[config.mk]
export PLATFORM = sky130hd
export DESIGN_NAME = csel_adder
export DESIGN_NICKNAME = d
export VERILOG_FILES = /design/src/rtl/csel_pkg.sv /design/src/rtl/csel_fa.sv /design/src/rtl/csel_ripple.sv /design/src/rtl/csel_spec_slice.sv /design/src/rtl/csel_adder.sv
export SDC_FILE = /design/constraint.sdc
export NUM_CORES = 1
export LEC_CHECK = 0
export CAP_MARGIN = 20
export CORE_AREA = 2 2 39 41
export DETAILED_ROUTE_END_ITERATION = 10
export DIE_AREA = 0 0 41 43
export SLEW_MARGIN = 20
export SYNTH_ARGS = -nofsm -noshare
export SYNTH_HDL_FRONTEND = slang
export SYNTH_SLANG_ARGS = --single-unit
[constraint.sdc]
create_clock -name vclk -period 6.28
set_clock_uncertainty 0.15 [all_clocks]
set_input_delay 1.256 -clock vclk [all_inputs]
set_output_delay 1.256 -clock vclk [all_outputs]
set_load 0.01 [all_outputs]
[src/rtl/csel_pkg.sv]
package csel_pkg;
  // Number of slices a width splits into.
  function automatic int slice_count(input int width, input int group);
    return width / group;
  endfunction
endpackage

[src/rtl/csel_fa.sv]
module csel_fa (
  input  logic x,
  input  logic y,
  input  logic ci,
  output logic s,
  output logic co
);
  always_comb begin
    s  = x ^ y ^ ci;
    co = (x & y) | (ci & (x ^ y));
  end
endmodule

[src/rtl/csel_ripple.sv]
module csel_ripple #(
  parameter int N = 4
) (
  input  logic [N-1:0] x,
  input  logic [N-1:0] y,
  input  logic         ci,
  output logic [N-1:0] s,
  output logic         co
);
  logic [N:0] chain;
  assign chain[0] = ci;

  for (genvar i = 0; i < N; i++) begin : g_bit
    csel_fa u_fa (
      .x (x[i]),
      .y (y[i]),
      .ci(chain[i]),
      .s (s[i]),
      .co(chain[i+1])
    );
  end

  assign co = chain[N];

  // the bitwise chain agrees with arithmetic addition
  always_comb begin
    ripple_sum_chk: assert ({co, s} == ({1'b0, x} + {1'b0, y} + (N+1)'(ci)))
      else $error("ripple slice result wrong");
  end
endmodule

[src/rtl/csel_spec_slice.sv]
module csel_spec_slice #(
  parameter int N = 4
) (
  input  logic [N-1:0] x,
  input  logic [N-1:0] y,
  input  logic         sel,
  output logic [N-1:0] s,
  output logic         co
);
  logic [N-1:0] s_lo, s_hi;
  logic         c_lo, c_hi;

  csel_ripple #(.N(N)) u_assume0 (
    .x(x), .y(y), .ci(1'b0), .s(s_lo), .co(c_lo)
  );
  csel_ripple #(.N(N)) u_assume1 (
    .x(x), .y(y), .ci(1'b1), .s(s_hi), .co(c_hi)
  );

  always_comb begin
    s  = sel ? s_hi : s_lo;
    co = sel ? c_hi : c_lo;
  end

  // a slice that carries out without an incoming carry also carries out with one
  always_comb begin
    spec_carry_order_chk: assert (!c_lo || c_hi)
      else $error("speculative carries out of order");
  end

  // the two speculative copies differ by exactly one
  always_comb begin
    spec_step_chk: assert ({c_hi, s_hi} == {c_lo, s_lo} + (N+1)'(1))
      else $error("speculative copies disagree");
  end
endmodule

[src/rtl/csel_adder.sv]
module csel_adder #(
  parameter int WIDTH = 8,
  parameter int GROUP = 4
) (
  input  logic [WIDTH-1:0] a,
  input  logic [WIDTH-1:0] b,
  input  logic             cin,
  output logic [WIDTH-1:0] sum,
  output logic             cout
);
  import csel_pkg::*;

  localparam int NSLICE = slice_count(WIDTH, GROUP);

  if ((WIDTH % GROUP) != 0 || GROUP < 1) begin : g_bad_cfg
    $error("csel_adder: WIDTH must be a multiple of GROUP");
  end

  logic [NSLICE:0] link;
  assign link[0] = cin;

  if (NSLICE == 1) begin : g_flat
    // single ripple chain, no speculative copies
    csel_ripple #(.N(WIDTH)) u_only (
      .x(a), .y(b), .ci(cin), .s(sum), .co(link[1])
    );
  end else begin : g_split
    // lowest slice driven by the external carry
    csel_ripple #(.N(GROUP)) u_base (
      .x (a[GROUP-1:0]),
      .y (b[GROUP-1:0]),
      .ci(cin),
      .s (sum[GROUP-1:0]),
      .co(link[1])
    );
    for (genvar k = 1; k < NSLICE; k++) begin : g_upper
      csel_spec_slice #(.N(GROUP)) u_slice (
        .x  (a[k*GROUP +: GROUP]),
        .y  (b[k*GROUP +: GROUP]),
        .sel(link[k]),
        .s  (sum[k*GROUP +: GROUP]),
        .co (link[k+1])
      );
    end
  end

  assign cout = link[NSLICE];


  always_comb begin
    total_sum_chk: assert ({cout, sum} == ({1'b0, a} + {1'b0, b} + (WIDTH+1)'(cin)))
      else $error("adder total wrong");
  end
endmodule

==> flow_metrics.tcl <==
set metrics [dict create \
    netlist_instances 27 \
    grt_start_max_net_pins 3 \
    p_int_mw 0.03327 \
    pwr-share-comb_pct 100.0 \
    final_cell_mix "25 x clkdlybuf4s50_1, 12 x inv_1, 6 x fa_1" \
    worstSetupPathType "input port to output pin" \
    antenna_found_initial 0 \
    crit_end "cout" \
    critPathMaxFanout 2 \
    fin_crit_ps 6084 \
    power.leakage_nw 0.2420 \
    core_area_sq_um 1384 \
    cts_hold_buf 0 \
    ys_types 6 \
    power.share.sequential_pct 0 \
    wl_per_cell_um 6.606 \
    tightest_slew_ps 158.0 \
    ys_seq_area_share_pct 0 \
    start_kind "input port" \
    worst_ep_arrival_time_ps 4680 \
    seq_area_sq_um 0 \
    slowest_delay_ps 470 \
    p_switching_mw 0.01904 \
    grt_setup_unrepaired "false" \
    crit_top_cell "fa_1" \
    row_count 14 \
    first_pass_iters 1 \
    layout.nets 78 \
    p_sw_share_pct 36.39 \
    antennaDiodeCount 0 \
    outcome "complete, no violations" \
    slew_headroom_pct 89.16 \
    layout_commonest_cell "clkdlybuf4s50_1" \
    critPathBufInv 5 \
    crit_chain "clkdlybuf4s50_1, fa_1, fa_2, fa_1, inv_1, fa_1, mux2i_1, fa_1, fa_1, inv_1, fa_1, inv_1, clkdlybuf4s50_1" \
    io_buffer_count 26 \
    ys_warn_count 0 \
    drt-total-wl_um 436 \
    required_ps 4870 \
    fmax_mhz 164.4 \
    drt_iter0_drc 0 \
    die_w_um 41 \
    power_density_nw_per_um2 101.7 \
    grt_pass1_wl_um 717 \
    via_per_inst 3.652 \
    slew_violations 0 \
    syn_area_sq_um 259.0 \
    die_area_sq_um 1763 \
    critPathLaunch "a[0]" \
    hold_viol 0 \
    power.total_mw 0.05231 \
    grt_pass1_vias 211 \
    nFlopsAndLatches 0 \
    crit_cells 13 \
    setup_viol 0 \
    fin_setup_tns_ps 0 \
    antenna_left 0 \
    die_h_um 43 \
    holdCritPathClass "input port to output pin" \
    crit_family "adder cells" \
    syn-num-nets 53 \
    dp_hpwl_um 445 \
    synth.avg_cell_area_sq_um 9.593 \
    drive_gt1_share_pct 6.000 \
    maxCapViolations 0 \
    via_count 241 \
    ios 26 \
    clockPowerShare_pct 0 \
    globalRouteOverflowTotal 0 \
    fill_cells 139 \
    initial_core_util_pct 18.72 \
    ir_worst_vdd_v 0.00003582 \
    gp_congestion 0.5943 \
    drc 0 \
    critPathSlowestCell "clkdlybuf4s50_1" \
    nClkBuffers 0 \
    finalCritPeriodShare_pct 96.87 \
    area_growth_pct 98.55 \
    grt_use_total_pct 5.438 \
    end_kind "output pin" \
]
==> layout make-up <==
cell class,count,area [sq um],area share [%]
inverters,12,45.04,8.759
multi-input cells,11,186.4,36.25
well taps,16,20.02,3.893
repair buffers,27,262.8,51.09
==> cells in the mapped netlist <==
| cell type | number | area share, % |
|---|---|---|
| buf_4 | 4 | 12 |
| fa_1 | 7 | 54 |
| ha_1 | 2 | 9.7 |
| inv_1 | 12 | 17 |
| mux2i_1 | 1 | 3.9 |
| xnor2_1 | 1 | 3.4 |
==> cell families (layout without fill, tap and decap cells) <==
group                    count (synthesis)  in the layout  synth area share, %
XOR/XNOR                                 1              1                3.382
multiplexers                             1              1                3.865
buffers and inverters                   16             39                28.98
adder cells (fa/ha/maj)                  9              9                63.76
==> per-layer routing <==
layer  part of all wire, %  global-route usage [%]
met2                    49                   10.94
met1                    27                   5.195
met4                     0                       0
met5                     0                       0
met3                    23                   1.571
==> worst min path at each step <==
stage               slack (ps)      to  cells after the start  start
floorplan                 2550  sum[5]                      1   b[5]
global placement          3480  sum[3]                      5   b[3]
detailed placement        3490  sum[3]                      5   b[3]
CTS                       3300  sum[7]                      5   b[7]
global route              3210  sum[7]                      5   b[7]
finish                    3140  sum[7]                      5   b[7]
==> repair_timing <==
item	CTS	global route
pin swaps	0	0
gates resized for setup	1	3
setup endpoints to repair	1	2
buffers inserted	0	0
endpoints found under the hold margin	0	0
==> through the flow <==
step / hold slack, ps / setup slack [ps] / instance area, sq um / util, % / cells
5_1_grt: 3210 / 8.602 / 514.2 / 37.16 / 66
6_report: 3136 / 196.3 / 514.2 / 37.16 / 66
2_1_floorplan: 2550 / 807.9 / 259.0 / - / 27
3_5_place_dp: 3485 / -207.3 / 516.7 / 37.34 / 66
4_1_cts: 3298 / 54.81 / 515.5 / 37.25 / 66
3_3_place_gp: 3479 / -208.3 / 516.7 / 37.34 / 66
==> power by group through the flow <==
stage | combinational (mW) | clock, mW | sequential (mW)
3_3_place_gp | 0.0540 | 0 | 0
6_report | 0.0523 | 0 | 0
5_1_grt | 0.0590 | 0 | 0
4_1_cts | 0.0537 | 0 | 0
2_1_floorplan | 0.0263 | 0 | 0
3_5_place_dp | 0.0546 | 0 | 0
(Power assumes the default switching activity.)
